$ cat src/rtl/bps_pkg.sv
package bps_pkg;

  typedef enum logic [1:0] {
    PASS_NONE = 2'd0,
    PASS_SIG  = 2'd1,
    PASS_REF  = 2'd2,
    PASS_CLN  = 2'd3
  } pass_t;

  typedef enum logic [1:0] {
    ST_IDLE,
    ST_SCAN,
    ST_FIN,
    ST_DONE
  } state_t;

  function automatic int idx_w(input int n);
    return (n > 1) ? $clog2(n) : 1;
  endfunction

endpackage

$ cat src/rtl/bps_coef_store.sv
module bps_coef_store #(
  parameter int N     = 64,
  parameter int MAG_W = 8,
  parameter int AW    = 6,
  parameter int PW    = 3
) (
  input  logic             clk,
  input  logic             wr_en,
  input  logic [AW-1:0]    wr_addr,
  input  logic [MAG_W-1:0] wr_data,
  input  logic [AW-1:0]    rd_addr,
  input  logic [PW-1:0]    rd_plane,
  output logic             rd_bit
);

  // Distributed-RAM style array: synchronous write, asynchronous read.
  logic [MAG_W-1:0] mem_q [N];
  logic [MAG_W-1:0] rd_word;

  always_ff @(posedge clk) begin
    if (wr_en) mem_q[wr_addr] <= wr_data;
  end

  assign rd_word = mem_q[rd_addr];
  assign rd_bit  = rd_word[rd_plane];

endmodule

$ cat src/rtl/bps_nbr_sig.sv
module bps_nbr_sig #(
  parameter int BLK_W = 8,
  parameter int BLK_H = 8,
  localparam int N    = BLK_W * BLK_H
) (
  input  logic [N-1:0] sig,
  output logic [N-1:0] nbr_any
);

  // For every cell, OR the significance of its in-block neighbours.
  for (genvar gy = 0; gy < BLK_H; gy++) begin : g_row
    for (genvar gx = 0; gx < BLK_W; gx++) begin : g_col
      logic [8:0] term;
      for (genvar k = 0; k < 9; k++) begin : g_nb
        localparam int NX = gx + (k % 3) - 1;
        localparam int NY = gy + (k / 3) - 1;
        if (k != 4 && NX >= 0 && NX < BLK_W && NY >= 0 && NY < BLK_H) begin : g_in
          assign term[k] = sig[NY*BLK_W + NX];
        end else begin : g_out
          assign term[k] = 1'b0;
        end
      end
      assign nbr_any[gy*BLK_W + gx] = |term;
    end
  end

endmodule

$ cat src/rtl/bps_scan_walker.sv
module bps_scan_walker import bps_pkg::*; #(
  parameter int BLK_W = 8,
  parameter int BLK_H = 8,
  parameter int XW    = 3,
  parameter int YW    = 3
) (
  input  logic          clk,
  input  logic          rst,
  input  logic          restart,
  input  logic          step,
  output logic [XW-1:0] pos_x,
  output logic [YW-1:0] pos_y,
  output pass_t         pass,
  output logic          last
);

  logic [XW-1:0] x_q;
  logic [YW-1:0] sb_q;
  logic [1:0]    r_q;
  pass_t         pass_q;
  logic          row_end, col_end, stripe_end;

  assign pos_x      = x_q;
  assign pos_y      = sb_q + YW'(r_q);
  assign pass       = pass_q;
  assign row_end    = (r_q == 2'd3) || (int'(pos_y) == BLK_H - 1);
  assign col_end    = (int'(x_q) == BLK_W - 1);
  assign stripe_end = (int'(sb_q) + 4 >= BLK_H);
  assign last       = row_end && col_end && stripe_end && (pass_q == PASS_CLN);

  always_ff @(posedge clk) begin
    if (rst || restart) begin
      x_q    <= '0;
      sb_q   <= '0;
      r_q    <= '0;
      pass_q <= PASS_SIG;
    end else if (step) begin
      if (!row_end) begin
        r_q <= r_q + 2'd1;
      end else begin
        r_q <= '0;
        if (!col_end) begin
          x_q <= x_q + XW'(1);
        end else begin
          x_q <= '0;
          if (!stripe_end) begin
            sb_q <= sb_q + YW'(4);
          end else begin
            sb_q <= '0;
            case (pass_q)
              PASS_SIG: pass_q <= PASS_REF;
              PASS_REF: pass_q <= PASS_CLN;
              default:  pass_q <= PASS_SIG;
            endcase
          end
        end
      end
    end
  end

endmodule

$ cat src/rtl/bitplane_pass_sorter.sv
module bitplane_pass_sorter import bps_pkg::*; #(
  parameter int  BLK_W = 8,
  parameter int  BLK_H = 8,
  parameter int  MAG_W = 8,
  localparam int XW    = idx_w(BLK_W),
  localparam int YW    = idx_w(BLK_H),
  localparam int PW    = idx_w(MAG_W)
) (
  input  logic             clk,
  input  logic             rst,
  input  logic             wr_en,
  input  logic [XW-1:0]    wr_x,
  input  logic [YW-1:0]    wr_y,
  input  logic [MAG_W-1:0] wr_mag,
  input  logic             start,
  input  logic             new_blk,
  input  logic [PW-1:0]    plane,
  output logic             rec_valid,
  input  logic             rec_ready,
  output logic [XW-1:0]    rec_x,
  output logic [YW-1:0]    rec_y,
  output logic [1:0]       rec_pass,
  output logic             rec_bit,
  output logic             rec_first_ref,
  output logic             done
);

  localparam int N  = BLK_W * BLK_H;
  localparam int AW = idx_w(N);

  state_t          st_q;
  logic [N-1:0]    sig_q, refd_q, visit_q;
  logic [N-1:0]    nbr_any;
  logic [PW-1:0]   plane_q;
  logic [XW-1:0]   cur_x;
  logic [YW-1:0]   cur_y;
  pass_t           cur_pass;
  logic            walk_last, cur_bit, coded, slot_free, walk_step, walk_restart;
  logic [AW-1:0]   cur_idx, wr_addr;

  assign slot_free    = !rec_valid || rec_ready;
  assign walk_step    = (st_q == ST_SCAN) && slot_free;
  assign walk_restart = start && ((st_q == ST_IDLE) || (st_q == ST_DONE));
  assign cur_idx      = AW'(int'(cur_y) * BLK_W + int'(cur_x));
  assign wr_addr      = AW'(int'(wr_y) * BLK_W + int'(wr_x));

  bps_coef_store #(.N(N), .MAG_W(MAG_W), .AW(AW), .PW(PW)) u_store (
    .clk      (clk),
    .wr_en    (wr_en),
    .wr_addr  (wr_addr),
    .wr_data  (wr_mag),
    .rd_addr  (cur_idx),
    .rd_plane (plane_q),
    .rd_bit   (cur_bit)
  );

  bps_nbr_sig #(.BLK_W(BLK_W), .BLK_H(BLK_H)) u_nbr (
    .sig     (sig_q),
    .nbr_any (nbr_any)
  );

  bps_scan_walker #(.BLK_W(BLK_W), .BLK_H(BLK_H), .XW(XW), .YW(YW)) u_walk (
    .clk     (clk),
    .rst     (rst),
    .restart (walk_restart),
    .step    (walk_step),
    .pos_x   (cur_x),
    .pos_y   (cur_y),
    .pass    (cur_pass),
    .last    (walk_last)
  );

  // Pass membership of the position under visit.
  always_comb begin
    case (cur_pass)
      PASS_SIG: coded = !sig_q[cur_idx] && nbr_any[cur_idx];
      PASS_REF: coded =  sig_q[cur_idx] && !visit_q[cur_idx];
      PASS_CLN: coded = !sig_q[cur_idx] && !visit_q[cur_idx];
      default:  coded = 1'b0;
    endcase
  end

  always_ff @(posedge clk) begin
    if (rst) begin
      st_q          <= ST_IDLE;
      sig_q         <= '0;
      refd_q        <= '0;
      visit_q       <= '0;
      plane_q       <= '0;
      rec_valid     <= 1'b0;
      rec_x         <= '0;
      rec_y         <= '0;
      rec_pass      <= 2'd0;
      rec_bit       <= 1'b0;
      rec_first_ref <= 1'b0;
      done          <= 1'b0;
    end else begin
      case (st_q)
        ST_IDLE, ST_DONE: begin
          if (start) begin
            visit_q <= '0;
            if (new_blk) begin
              sig_q  <= '0;
              refd_q <= '0;
            end
            plane_q <= plane;
            done    <= 1'b0;
            st_q    <= ST_SCAN;
          end
        end
        ST_SCAN: begin
          if (slot_free) begin
            rec_valid <= coded;
            if (coded) begin
              rec_x         <= cur_x;
              rec_y         <= cur_y;
              rec_pass      <= cur_pass;
              rec_bit       <= cur_bit;
              rec_first_ref <= (cur_pass == PASS_REF) && !refd_q[cur_idx];
              case (cur_pass)
                PASS_SIG: begin
                  visit_q[cur_idx] <= 1'b1;
                  if (cur_bit) sig_q[cur_idx] <= 1'b1;
                end
                PASS_REF: refd_q[cur_idx] <= 1'b1;
                PASS_CLN: if (cur_bit) sig_q[cur_idx] <= 1'b1;
                default: ;
              endcase
            end
            if (walk_last) st_q <= ST_FIN;
          end
        end
        default: begin
          if (slot_free) begin
            rec_valid <= 1'b0;
            done      <= 1'b1;
            st_q      <= ST_DONE;
          end
        end
      endcase
    end
  end

endmodule

$ cat config.mk
export PLATFORM = sky130hd
export DESIGN_NAME = bitplane_pass_sorter
export DESIGN_NICKNAME = d
export VERILOG_FILES = /design/src/rtl/bps_pkg.sv /design/src/rtl/bps_coef_store.sv /design/src/rtl/bps_nbr_sig.sv /design/src/rtl/bps_scan_walker.sv /design/src/rtl/bitplane_pass_sorter.sv
export SDC_FILE = /design/constraint.sdc
export NUM_CORES = 1
export LEC_CHECK = 0
export BUFFER_PORTS_ARGS = -buffer_cell sky130_fd_sc_hd__buf_2
export CORE_MARGIN = 10
export CORE_UTILIZATION = 30
export CTS_CLUSTER_DIAMETER = 150
export DETAILED_ROUTE_END_ITERATION = 12
export PLACE_DENSITY = 0.5
export SYNTH_ARGS = -nofsm -noshare
export SYNTH_HDL_FRONTEND = slang
export SYNTH_SLANG_ARGS = --single-unit
$ cat constraint.sdc
create_clock -name clk -period 3.3 [get_ports clk]
set_clock_uncertainty 0.05 [all_clocks]
set_input_delay 0.99 -clock clk [delete_from_list [all_inputs] [get_ports clk]]
set_output_delay 0.99 -clock clk [all_outputs]
set_load 0.02 [all_outputs]
==> Word level (Yosys, flattened, before mapping) <==
Memories as Yosys holds them, arrays and structs flattened.
Index checks and enable logic that the tools add are counted.
{ "word_totals": {"mem_bits_ro": 0, "latchBits": 0, "word_cells": 194, "ram_bits": 512, "mem_count": 1, "in_bits": 23, "reg_bits": 219} }
{ "mem_list": {"columns": ["memory", "words", "width", "read_ports", "rd_clocked_by_memory_dff", "write_ports", "line", "text"], "rows": [
  ["u_store.mem_q", 64, 8, 1, 0, 1, "bps_coef_store.sv:17", "logic [MAG_W-1:0] mem_q [N];"]
]} }
{ "classes": {"div": 0, "n_lt_le_gt_ge": 4, "bitwise": 5, "shifts": 0, "n_reduce_logical": 98, "n_addsub": 7, "n_mul": 0, "n_eq_ne": 17, "n_mux": 46} }
{ "op_table": {"columns": ["op", "count"], "rows": [
  ["64-bit two-way mux", 13],
  ["64-bit case mux with 2 select lines", 3],
  ["8-bit OR reduction", 36],
  ["64-bit bitwise OR", 3],
  ["5-bit OR reduction", 24],
  ["32-bit by 5-bit >= comparator with 1-bit output (second input constant)", 1],
  ["1-bit binary-select mux with 6-bit select", 4],
  ["6-bit by 3-bit adder with 6-bit output", 2],
  ["1-bit two-way mux", 12],
  ["2-bit inequality test (second input constant)", 6],
  ["3-bit OR reduction", 4],
  ["1-bit logical AND", 10],
  ["2-bit two-way mux", 5],
  ["3-bit AND reduction", 3],
  ["2-bit equality test (second input constant)", 4],
  ["2-bit case mux with 2 select lines", 2],
  ["4-bit AND reduction", 2],
  ["6-bit by 7-bit < comparator with 1-bit output (second input constant)", 1],
  ["7-bit AND reduction", 1],
  ["1-bit demux with 6-bit select", 1],
  ["3-bit by 1-bit equality test with 1-bit output (second input constant)", 2],
  ["6-bit by 1-bit >= comparator with 1-bit output (second input constant)", 1],
  ["3-bit two-way mux", 2],
  ["2-bit by 1-bit inequality test with 1-bit output (second input constant)", 3],
  ["other kinds (19)", 32]
]} }

==> Depth between registers and ports, before layout <==
Gate-level depths: netlist of run 1.
{ "logic_depth": {"ltp_word": 12, "mapped_depth": 15, "depth_no_buf": 10} }

==> Modules after synthesis <==
A second synthesis of run 1 with hierarchy kept.
{ "hier_totals": {"hier_cells": 2329, "hier_area_um2": 31061.0} }
{ "by_module_without_submodules": {"columns": ["mod", "area_per_inst_um2", "seq_area_each_um2", "n_inst", "cells_each"], "rows": [
  ["bps_coef_store", 20455.9, 15374.7, 1, 1046],
  ["bitplane_pass_sorter", 9357.7, 4184.0, 1, 1089],
  ["bps_nbr_sig", 737.0, 0.0, 1, 140],
  ["bps_scan_walker", 510.5, 160.2, 1, 54]
]} }

==> Worst setup path before layout of run 1 <==
No wires, ideal clock.
{ "synth_path": {"path_type": "reg2reg", "from": "register u_walk.x_q[1], in the netlist u_walk.pos_x[1]", "to": "register sig_q[48]", "setup_slack_ns": 0.129, "n_path_buf": 6, "t_arrival_ns": 3.001, "stages_incl_launch_ff": 15, "path_cell_list": "dfxtp_1 > buf_4 > buf_2 > buf_2 > buf_2 > buf_1 > mux4_2 > a311oi_1 > o221ai_1 > nor4b_1 > o22ai_1 > o21a_1 > nand4b_2 > buf_2 > o21ai_1"} }
{ "synth_between": {"elab_chain_cells": 11, "word_cells_on_any_way": 30, "classes_between": "1 x add/sub; 2 x order compare; 2 x eq/ne; 16 x mux; 1 x bitwise; 7 x reduce/logical; 1 x memory"} }
{ "synth_rtl": {"columns": ["item", "line", "text"], "rows": [
  ["from (decl)", "bps_scan_walker.sv:17", "logic [XW-1:0] x_q;"],
  ["from (signal assigned)", "bps_scan_walker.sv:43", "x_q <= x_q + XW'(1);"],
  ["6-bit by 3-bit adder with 6-bit output *", "bitplane_pass_sorter.sv:44", "assign cur_idx = AW'(int'(cur_y) * BLK_W + int'(cur_x));"],
  ["6-bit by 7-bit < comparator with 1-bit output (implied by the code) or 6-bit by 1-bit >= comparator with 1-bit output (tied branches)", "bitplane_pass_sorter.sv:123, bitplane_pass_sorter.sv:126", null],
  ["1-bit logical AND (implied by the code)", "bitplane_pass_sorter.sv:123, bitplane_pass_sorter.sv:126", null],
  ["1-bit two-way mux (implied by the code)", "bitplane_pass_sorter.sv:123, bitplane_pass_sorter.sv:126", null],
  ["1-bit demux with 6-bit select", "bitplane_pass_sorter.sv:123, bitplane_pass_sorter.sv:126", null],
  ["64-bit bitwise OR (no source line)", null, null],
  ["64-bit two-way mux", "bitplane_pass_sorter.sv:123, bitplane_pass_sorter.sv:126", null],
  ["64-bit two-way mux", null, null],
  ["64-bit two-way mux", "bitplane_pass_sorter.sv:114", "if (coded) begin"],
  ["64-bit two-way mux", "bitplane_pass_sorter.sv:112", "if (slot_free) begin"],
  ["64-bit case mux with 2 select lines", "bitplane_pass_sorter.sv:98", "case (st_q)"],
  ["to (signal assigned)", "bitplane_pass_sorter.sv:103", "sig_q <= '0;"],
  ["to (signal, indexed assignment)", "bitplane_pass_sorter.sv:123", "if (cur_bit) sig_q[cur_idx] <= 1'b1;"],
  ["to (signal, indexed assignment)", "bitplane_pass_sorter.sv:126", "PASS_CLN: if (cur_bit) sig_q[cur_idx] <= 1'b1;"],
  ["to (decl)", "bitplane_pass_sorter.sv:32", "logic [N-1:0] sig_q, refd_q, visit_q;"]
]} }
Mark *: on every way between the ends. The rest lies on a longest branch, timed or not. The select of a mux whose other input is x is not followed.
A chain may end at the register's enable or synchronous reset.

==> Worst setup path in the final report of run 1 <==
{ "layout_path": {"from": "register u_walk.x_q[1], in the netlist u_walk.pos_x[1]", "to": "register sig_q[38]"} }
Same word-level chain as after synthesis.

==> results.txt, run 1 <==
The via count of the first global-routing pass is 22.9k. The count of routing violations after the opening detailed-route iteration came out at 2164. The path type of the worst setup path is reg2reg. The clock reaches the later pin of the worst-skew pair after 0.68 ns. Dividing the detail-routed wire length by the instance count gives 27.4 microns. The placement-stage worst setup slack is -0.488 ns. The global-route wire length before repair is 163 mm. The instance count of the mapped netlist is 2369. The path class of the tightest hold or removal check is reg2reg.

The post-route netlist has 29.7% of its cells at a drive strength greater than 1. The post-detailed-route via-to-cell ratio came out at 5.49. Setup violations remaining at the end of the flow were counted as slightly above 200.

The count of placed standard cells in the final layout, fillers left out came out at roughly 4.1k. The number of nets in the finished design is 2799. Global routing finished with a remaining overflow of 0. The worst voltage drop across the vdd grid is 0.459 mV. The checks that failed: negative setup slack. Setup repair after global routing could not meet its margin everywhere. The tree is rooted in a clkbuf_16. The minimum clock period is roughly 3.6 ns. The critical register-to-register path startpoint is u_walk.pos_x[1].

Dividing total power by cell area gives a power density of 536 mW/mm^2. The register clock-pin slew on the reported worst setup and hold paths is roughly 0.060 ns. The floorplan step defined a die boundary enclosing between 0.1 and 0.15 sq mm. The maximum number of pins on one net before global-route repair came out at 129. The endpoint identified for the worst register-to-register timing path is sig_q[38]. The number of fill cells is approximately 9.4k. The maximum count of clock buffers along a single path is 3. Across all register-to-register paths, the minimum setup slack is -0.33 ns. The number of warnings reported in the yosys synthesis log came out at 0. STA classifies the critical path endpoint as a flop. The detailed-route wire length came out at 113 mm. The summed instance area of the synthesized netlist came out at between 0.03 and 0.04 sq mm. The worst hold path depth is 2. The mean cell area of the mapped netlist is 12.7 sq um. The die height is 337 microns.

The TritonCTS sink count came out at between 700 and 800. The overall routing resource usage is 19.6%. The share of the clock period used by the worst path is 110%. The net count after synthesis is 2403.

The placed wire-length estimate came out at 78.2 mm. The number of max-slew violations in the final report came out at 0. The number of standard-cell rows in the floorplan came out at 116. The total via count after detailed routing came out at 22.7k. The worst register-to-register path has a depth of 16. The placeable core region came out at 0.0999 sq mm. The count of antenna-violating nets left after detailed routing came out at 0. The total instance count after detailed placement came out at just under 4k. The first-pass iteration count of the detailed router is 6. The smallest setup slack after layout is -0.327 ns. The start point of the worst hold path is visit_q[42]. The hold buffer count at CTS came out at 0. The die boundary width came out at 337 microns. The synthesized flop and latch total came out at 729. The post-route DRC violation count is 0. The count of distinct cell types in the synthesized netlist came out at slightly below 80. The biggest fanout along the worst timing path came out at 13. The run finished, with violations left. Headroom to the max-slew limit came out at 34.3%. After synthesis, flip-flops and latches occupy 65.6% of the total area. The slew at the pin closest to its max-slew limit is between 0.9 and 1 ns. STA classifies the critical path startpoint as a flop. CTS built an H-tree with a depth of 3. In the synthesized netlist the dominant register cell turns out to be edfxtp_1.

The top-level port count is 35. The max-capacitance violation count came out at 0. The terminating pin of the worst hold path is visit_q[42]. The post-synthesis async set-or-reset flop share is 0%. The arrival time of data at the critical path endpoint is 4.15 ns.

The CTS buffer count came out at 82. The data required time at the worst endpoint is 3.82 ns. The number of failing hold endpoints at the final stage came out at 0. The TritonCTS clock tree is yes. The port buffer count came out at 34.

The number of antenna violations at the first check in global routing was 7. The final weighted congestion in routability-driven placement is around 0.95. Relative to the synthesized area, the layout overhead comes to 28.8%. The initial core utilization came out at 30.1%. The static power due to leakage came out at ~13 nW.

In this run, synthesis inferred approximately 510 flip-flops with an integrated enable. The timing-limited maximum frequency is 276 MHz.
worst max-delay path by stage:
stage	startpoint	to	slack, ns	depth (start not counted)
CTS	u_walk.pos_x[0]	sig_q[39]	-0.27	17
global route	u_walk.pos_x[0]	sig_q[38]	-0.45	18
global placement	u_walk.pos_x[0]	sig_q[9]	-0.45	13
detailed placement	u_walk.pos_x[0]	refd_q[44]	-0.49	14
finish	u_walk.pos_x[1]	sig_q[38]	-0.33	16
floorplan	u_walk.pos_x[1]	sig_q[48]	0.13	14
critical path, cell delays in order (launching register included):
cell	delay [ns]
dfxtp_4	0.44
buf_4	0.15
buf_12	0.17
buf_4	0.27
or2_4	0.23
a211oi_1	0.07
a2111oi_1	0.47
buf_4	0.22
nor4_1	0.06
a41o_1	0.23
a21oi_1	0.16
o21a_2	0.28
nand4b_4	0.15
buf_12	0.18
buf_12	0.13
buf_16	0.14
o21ai_2	0.12
registers in the layout, summed over array words and instances, names as in the netlist:
| register | count |
|---|---|
| u_store.mem_q | 512 |
| refd_q | 64 |
| sig_q | 64 |
| visit_q | 64 |
| plane_q | 3 |
| rec_x | 3 |
| rec_y | 3 |
| u_walk.pos_x | 3 |
| rec_pass | 2 |
| st_q | 2 |
| u_walk.pass | 2 |
| u_walk.r_q | 2 |
| done | 1 |
| rec_bit | 1 |
| rec_first_ref | 1 |
| rec_valid | 1 |
| u_walk.sb_q | 1 |
cells in the mapped netlist, types with 4 or more instances:
cell type  number  area [sq um]
edfxtp_1      512         15400
nand2_1       318          1190
dfxtp_1       217          4340
o21ai_1       130           651
nor2_1        126           473
o21ai_0       112           561
clkbuf_1      104           390
a221oi_1       70           613
mux2i_1        68           681
mux2_2         64           721
a22oi_1        53           398
buf_2          53           265
a21oi_1        51           255
mux4_2         41           923
o22ai_1        41           257
nand3_1        37           185
nor3_1         34           170
a221o_1        31           310
a22o_1         22           193
nand2b_1       22           138
nor4_1         22           138
buf_1          18          67.6
or4_1          17           128
nor2b_1        15          93.8
a31oi_1        14          87.6
nand4_1        13          81.3
ha_1           11           138
a211oi_1       10          75.1
inv_1           9          33.8
o211ai_1        9          67.6
o31ai_1         8          60.1
or3_1           8          50.1
o2bb2ai_1       7          61.3
a222oi_1        5          50.1
and3b_1         5          43.8
o221ai_1        5          43.8
o32ai_1         5          43.8
and2_1          4          25.0
and3_1          4          25.0
o2111ai_1       4          35.0
or2_2           4          25.0
or3b_2          4          35.0
cell type report:
cell class,instances,area [sq um],area share (%)
Sequential cell,729,19700,50.9
Timing Repair Buffer,492,4510,11.6
Tap cell,1298,1620,4.19
Multi-Input combinational cell,1450,10000,25.9
Antenna cell,2,5.00,0.0129
Clock buffer,100,2190,5.64
Inverter,10,41.3,0.107
Clock inverter,53,603,1.56
cell families (layout without fill, tap and decap cells):
| group | after synthesis | after routing | synth area share, % |
|---|---|---|---|
| xor gates and xnor gates | 3 | 3 | 0.0874 |
| buffers and inverters | 190 | 655 | 2.67 |
| and+or+nand+nor | 653 | 653 | 9.98 |
| muxes | 173 | 173 | 7.73 |
| AOI/OAI and AO/OA | 609 | 609 | 13.5 |
| adders and majority gates | 11 | 11 | 0.458 |
| DFF | 729 | 729 | 65.6 |
| other | 1 | 3 | 0.0125 |
routing by layer:
| metal | up-vias | share of wire (%) | track usage, % |
|---|---|---|---|
| li1 | 9976 | - | - |
| met1 | 11600 | 42 | 25.7 |
| met2 | 921 | 48 | 32.6 |
| met3 | 218 | 7.1 | 3.53 |
| met4 | 10 | 3.1 | 6.09 |
| met5 | - | 0.059 | 0 |
layout by cell type, fill, tap and decap left out, types with 46 or more instances in the layout:
cell	count
o21ai_0	57
dfxtp_1	214
mux2i_1	66
o21ai_1	144
buf_4	383
clkbuf_16	83
a221oi_1	66
nand2_1	318
a22oi_1	49
a21oi_1	46
nor2_1	124
edfxtp_1	512
buf_12	48
mux2_2	61
where the power goes:
part | switching, W | internal [W]
combinational | 0.000989 | 0.000487
clock | 0.00403 | 0.00536
sequential | 0.0000551 | 0.00985
total | 0.00507 | 0.0157
through the flow:
step / power (W) / instance area (sq um) / util (%) / hold WS, ns / TNS (ns)
3_5_place_dp: 0.0114 / 34700 / 34.7 / 0.391 / -80.71
6_report: 0.0208 / 38700 / 38.8 / 0.395 / -42.62
5_1_grt: 0.0213 / 38700 / 38.8 / 0.407 / -72.05
4_1_cts: 0.0208 / 38500 / 38.5 / 0.401 / -27.10
2_1_floorplan: 0.0107 / 30100 / - / 0.370 / 0
3_3_place_gp: 0.0114 / 34700 / 34.7 / 0.382 / -78.78
what timing repair did:
item,CTS,global route
gates resized for setup,103,90
gates cloned,9,1
buffers inserted,35,12
endpoints found under the setup margin,203,203
pin swaps,29,14
No activity file was read; power rests on OpenSTA's default activity.
==> run 2: changes to the inputs <==
BUFFER_PORTS_ARGS = default   (was -buffer_cell sky130_fd_sc_hd__buf_2)
DONT_BUFFER_PORTS = 1   (was default)
==> results.txt, run 2 (synthesis results as in run 1) <==
The flow ran to the end, but the final reports show violations. The checks that failed: negative setup slack. For this design, the slowest cell found on the critical path is a222oi_1.

The top-level port count is 35 (unchanged). Counting stages on the worst path, the most repeated cell is buf_4. The critical path is of the reg2reg type.

The post-detailed-route via-to-cell ratio came out at 5.55 (+1.0%). The number of failing hold endpoints at the final stage is 0 (unchanged). The hold slack came out at 0.349 ns (-0.0465 ns). The first-pass iteration count of the detailed router is 6 (unchanged). The number of flip-flops under the largest register name was 512 (unchanged). The clock network power share is 44.1% (-1.1 points).

The TritonCTS sink count came out at 729 (unchanged). The post-route DRC violation count is 0 (unchanged). The design internal power is 0.0154 W (-2.0%).

The insertion delay of the later-clocked pin in the worst-skew pair is 0.66 ns (-0.02 ns). The total die area came out at 0.113 sq mm (unchanged). The share of the clock period used by the worst path is 108% (-1.9 points). The number of nets in the finished design came to 2715 (-3.0%). The die boundary width was 337 microns (unchanged).

The final antenna diode count came out at 0 (-2). The library cells used most frequently in the layout, excluding fill and tap cells, are 512 x edfxtp_1, 337 x buf_4, 318 x nand2_1. The die height is 337 microns (unchanged). The detailed-route wire length is 113 mm (about the same). The number of max-slew violations in the final report was 0 (unchanged). The synthesis-to-finish area growth came out at 26.8%. Leaving out fill and tap cells, the most frequent cell in the layout is edfxtp_1.

The number of standard-cell rows in the floorplan came to 116 (unchanged). The via count of the first global-routing pass was 22.3k (-2.4%). The classification of the worst-slack hold path is in2reg. The worst stage delay on the critical path is 0.40 ns (-0.07 ns). The total via count after detailed routing was 22.4k (-1.2%). The number of antenna violations at the first check in global routing came out at 4 (-3). The fraction of power spent switching nets came out at 23.7% (-0.67 points). The maximum number of pins on one net before global-route repair came out at 129 (unchanged).

STA classifies the critical path startpoint as a flop. The switching power came out at 0.00479 W (-5.6%). The data required time at the worst endpoint is 3.79 ns (-0.03 ns).

Setup repair after global routing could not meet its margin everywhere. The initial core utilization was 30.1% (unchanged). The power density relative to cell area was 529 mW/mm^2 (-1.3%). The buffers plus inverters on the worst setup path came out at 6 (-1). The detailed-route wire length per cell came out at 28.0 microns (+2.3%). The port buffer count is 0 (-100%). The fraction of layout cells with a size suffix above 1 is 29.2% (-0.51 points).

The global-route wire length before repair came out at 161 mm (-1.3%). The number of failing setup endpoints in the final timing report is 169 (-17%). The part of the power in combinational logic is 6.7% (-0.4 points). The final weighted congestion in routability-driven placement is 0.933 (-1.4%). The CTS buffer count came out at 79 (-3.7%).

Counting flops per register, the top entry is u_store.mem_q. The maximum count of clock buffers along a single path came out at 3 (unchanged). The static power due to leakage was 12.8 nW (-2.7%). The count of antenna-violating nets left after detailed routing is 0 (unchanged). The total grt overflow was 0 (unchanged). The smallest setup slack after layout is -0.265 ns (+0.0622 ns). The biggest fanout along the worst timing path was 8 (-5).

The placed wire-length estimate was 74.7 mm (-4.5%). The timing-limited maximum frequency came out at 281 MHz (+1.7%). The worst voltage drop across the vdd grid came out at 0.414 mV (-9.8%). The worst setup path is captured at a flop.

The placeable core region is 0.0999 sq mm (unchanged). The tree is rooted in a clkbuf_16. Walking the worst path, the cells encountered are buf_4 > mux2_2 > a221o_1 > a222oi_1 > o211ai_1 > nor4_2 > buf_4 > mux2i_4 > o32ai_4 > buf_6 > buf_6 > nand3_4 > buf_4 > buf_12 > o21ai_0. The number of levels in the clock H-tree came to 3 (unchanged). The slew at the pin closest to its max-slew limit came out at 0.821 ns (-0.165 ns).

In this design, the largest share of critical-path delay is due to compound AO/OA/AOI/OAI gates. The max-capacitance violation count is 0 (unchanged). The final setup TNS was -29.17 ns (+13.45 ns). The sequential share of power is 49.2% (+1.5 points). The count of routing violations after the opening detailed-route iteration is 2218 (+2.5%). The overall routing resource usage came out at 19.4% (-0.20 points). The register clock-pin slew on the reported worst setup and hold paths is 0.06 ns (about the same). The end-of-flow core utilization came out at 38.2% (-0.61 points). TritonCTS built the clock tree. The relative max-transition margin was 45.3% (+11 points). The arrival time of data at the critical path endpoint is 4.06 ns (-0.09 ns).

The minimum clock period is 3.56 ns (-0.0622 ns).
-- run 2: changes by cell type in the layout (fill, tap and decap cells not counted), sizes merged --
cell,before,now
bufbuf,4,0
diode,2,0
buf,487,406
clkinvlp,9,5
bufinv,7,6
clkinv,33,35
-- run 2: power by group through the flow --
| stage | clock (W) | sequential (W) | combinational (W) |
|---|---|---|---|
| after CTS | 0.00902 | 0.00993 | 0.00125 |
| after floorplan | 0 | 0.0101 | 0.000600 |
| final | 0.00890 | 0.00993 | 0.00134 |
| after global placement | 0 | 0.0101 | 0.00113 |
| after global routing | 0.00940 | 0.00994 | 0.00141 |
| after detailed placement | 0 | 0.0101 | 0.00114 |
-- run 2: layout make-up --
cell class | count | area (sq um)
well taps | 1298 | 1620
multi-input cells | 1450 | 10200
fillers | 9491 | 61700
repair buffers | 411 | 3950
clock buffers | 96 | 2100
inverters | 10 | 41.3
flip-flops and latches | 729 | 19700
clock inverters | 50 | 512
-- run 2: timing repair --
item | in CTS | in global routing
endpoints found under the setup margin | 203 | 203
hold buffers | 0 | 0
buffers inserted | 26 | 7
endpoints found under the hold margin | 0 | 0
gates cloned | 9 | 5
pin swaps | 10 | 17
resized for setup | 61 | 165
-- run 2: path summary, 6_finish.rpt --
path | startpoint | end | slack (ns) | cells after the start
setup reg to reg | u_walk.pos_x[0] | visit_q[14] | -0.26 | 15
setup / recovery | u_walk.pos_x[0] | visit_q[14] | -0.26 | 15
hold / removal | rst | rec_valid | 0.35 | 1
hold reg to reg | refd_q[13] | refd_q[13] | 0.39 | 2
-- run 2: layer usage --
layer | global-route usage, % | wire length [microns]
met1 | 25.1 | 47000
met3 | 4.35 | 8810
met4 | 7.55 | 4750
met2 | 31.3 | 52800
met5 | 0 | 16
-- run 2: metrics by stage --
step | setup WS (ns) | instances | total power, W | area [sq um]
final | -0.265 | 4044 | 0.0202 | 38100
after detailed placement | -0.446 | 3856 | 0.0113 | 34200
after floorplan | 0.129 | 2369 | 0.0107 | 30100
after CTS | -0.210 | 4036 | 0.0202 | 37500
after global placement | -0.423 | 3856 | 0.0112 | 34200
after global routing | -0.361 | 4044 | 0.0207 | 38100
==> run 3: changes to the inputs <==
CORE_UTILIZATION = 57   (was 30)
CTS_CLUSTER_SIZE = 25   (was default)
PLACE_DENSITY = 0.8   (was 0.5)
==> results.txt, run 3 (synthesis results as in run 1) <==
The flow ran to the end, but the final reports show violations. The checks that failed: negative setup slack. The total grt overflow came out at 0 (unchanged). The port buffer count is 0 (unchanged). The worst hold path depth came out at 1 (unchanged). The synthesis-to-finish area growth came out at 18.1%. The placement-stage worst setup slack was -0.534 ns (-0.0883 ns). The end-of-flow core utilization is 67.7% (+30 points). TritonCTS built the clock tree. The initial core utilization was 57.4% (+27 points). Leaving out fill and tap cells, the most frequent cell in the layout is edfxtp_1. The share of the clock period used by the worst path came out at 108% (+0.13 points). The final weighted congestion in routability-driven placement was 1.02 (+9.2%). The count of placed standard cells in the final layout, fillers left out is 3284 (-19%).

The slew at the pin closest to its max-slew limit is 0.845 ns (+0.0243 ns). The category of cells accounting for the largest share of critical-path delay is compound AO/OA/AOI/OAI gates. The top cell types in the final layout, fill and taps aside, are 512 x edfxtp_1, 317 x nand2_1, 289 x buf_4. The worst reg-to-reg path cell count came to 13 (-2). The arrival time of data at the critical path endpoint came to 4.02 ns (-0.04 ns). The register clock-pin slew on the reported worst setup and hold paths is 0.10 ns (+0.04 ns). The relative max-transition margin is 43.4% (-1.8 points). The first-pass iteration count of the detailed router is 6 (unchanged). The number of failing hold endpoints at the final stage was 0 (unchanged). The total stage count of the critical path is 13 (-2). The number of nets in the finished design is 2620 (-3.5%). The maximum number of pins on one net before global-route repair is 129 (unchanged). The number of standard-cell rows in the floorplan is 84 (-28%). The total instance count after detailed placement was 3188 (-17%). The max-capacitance violation count is 0 (unchanged). The number of levels in the clock H-tree came out at 2 (-1). The fraction of layout cells with a size suffix above 1 came to 26.6% (-2.6 points).

The number of fill cells is 3615 (-62%). The count of routing violations after the opening detailed-route iteration is 3362 (+52%). The hold buffer count at CTS is 0 (unchanged).

The die boundary width came out at 250 microns (-26%). The via count of the first global-routing pass came out at 22.0k (-1.3%). The number of max-slew violations in the final report came to 0 (unchanged).

The placeable core region came out at 0.0524 sq mm (-47%). The number of flip-flops under the largest register name came out at 512 (unchanged). The final setup TNS is -28.31 ns (+0.863 ns). The path type of the worst setup path is reg2reg. For this design, the slowest cell found on the critical path is mux4_2. The static power due to leakage came out at 11.9 nW (-7.2%). The TritonCTS sink count is 729 (unchanged). The total die area came out at 0.0624 sq mm (-45%). The maximum count of clock buffers along a single path is 3 (unchanged).

In this run the worst hold path is classified as in2reg. Traced cell by cell, the critical path runs through buf_4 > buf_16 > mux4_2 > a311oi_4 > o221ai_2 > nor4b_1 > o22ai_1 > o21a_2 > buf_12 > nand4b_4 > buf_12 > clkbuf_16 > o21ai_2. The worst voltage drop across the vdd grid is 0.558 mV (+35%). The number of failing setup endpoints in the final timing report is 194 (+15%). STA classifies the critical path startpoint as a flop. The minimum clock period is 3.57 ns (+0.00444 ns). The buffers plus inverters on the worst setup path is 5 (-1). The total via count after detailed routing came to 22.8k (+1.7%). The power density relative to cell area was 449 mW/mm^2 (-15%). The worst setup path is captured at a flop. The smallest setup slack after layout is -0.269 ns (-0.00444 ns).

The placed wire-length estimate came out at 65.3 mm (-13%). The count of antenna-violating nets left after detailed routing came out at 0 (unchanged). Counting stages on the worst path, the most repeated cell is buf_12. The overall routing resource usage came out at 30.5% (+11 points). Setup repair after global routing could not meet its margin everywhere. The detailed-route wire length per cell came to 30.4 microns (+8.3%). The post-route DRC violation count is 0 (unchanged). The number of antenna violations at the first check in global routing was 1 (-3). The timing-limited maximum frequency came to 280 MHz (-0.12%).

Counting flops per register, the top entry is u_store.mem_q. The top-level port count came out at 35 (unchanged). The worst stage delay on the critical path came out at 0.58 ns (+0.18 ns). The hold slack is 0.372 ns (+0.0235 ns).

The global-route wire length before repair came out at 144 mm (-10%). The CTS buffer count is 35 (-56%). The biggest fanout along the worst timing path came out at 39 (+31). The data required time at the worst endpoint came to 3.75 ns (-0.04 ns). The die height is 250 microns (-26%). The insertion delay of the later-clocked pin in the worst-skew pair was 0.62 ns (-0.04 ns). The post-detailed-route via-to-cell ratio came out at 6.94 (+25%). CTS placed an instance of clkbuf_16 at the clock tree root. The detailed-route wire length is 99.7 mm (-12%).
run 3: cell count changes in the layout (fill, tap and decap cells not counted), moves of 14 or more:
cell       change
o21ai_0       +35
clkinv_1      -14
clkbuf_16     -39
clkinv_2      -17
o21ai_2       +20
o21ai_1       -58
buf_4         -48
run 3: power by group:
group          internal (W)  switching, W
Sequential          0.00984     0.0000855
Clock               0.00200       0.00282
Combinational      0.000408      0.000797
run 3: cell type report:
type	count	area (sq um)	area share, %
Antenna cell	1	2.50	0.00704
Clock buffer	42	902	2.54
Clock inverter	4	85.1	0.239
Inverter	10	41.3	0.116
Multi-Input combinational cell	1450	10300	29.0
Sequential cell	729	19700	55.5
Tap cell	688	861	2.42
Timing Repair Buffer	360	3610	10.2
run 3: path summary, 6_finish.rpt:
kind,from,slack [ns],to
setup reg to reg,u_walk.pos_x[0],-0.27,sig_q[20]
setup / recovery,u_walk.pos_x[0],-0.27,sig_q[20]
hold / removal,rst,0.37,plane_q[1]
hold reg to reg,refd_q[20],0.41,refd_q[20]
run 3: stage by stage:
step	total power, W	area [sq um]
finish	0.0159	35500
global route	0.0163	35500
CTS	0.0159	34800
detailed placement	0.0112	33100
global placement	0.0112	33100
floorplan	0.0107	30100
run 3: worst reg2reg max path: cells and delay by family (launching register included):
kind,cells,cell delay (ns)
multiplexers,1,0.61
buffers and inverters,5,0.88
AND/OR/NAND/NOR,2,0.40
flip-flops,1,0.41
AO/OA/AOI/OAI,5,1.10
run 3: routing by layer:
layer | share of wire [%] | track usage, % | routed length, microns | vias up
met5 | 0 | 0.238 | 0 | -
met4 | 6.0 | 15.0 | 6030 | 0
met3 | 12 | 7.79 | 12400 | 393
met2 | 46 | 48.3 | 46300 | 1710
met1 | 35 | 38.3 | 35100 | 11200
li1 | - | - | - | 9515
run 3: repair_timing:
item / CTS / global route
setup buffers: 27 / 4
setup endpoints to repair: 203 / 203
endpoints found under the hold margin: 0 / 0
gates cloned: 6 / 13
pin swaps: 14 / 78
resized for setup: 94 / 110
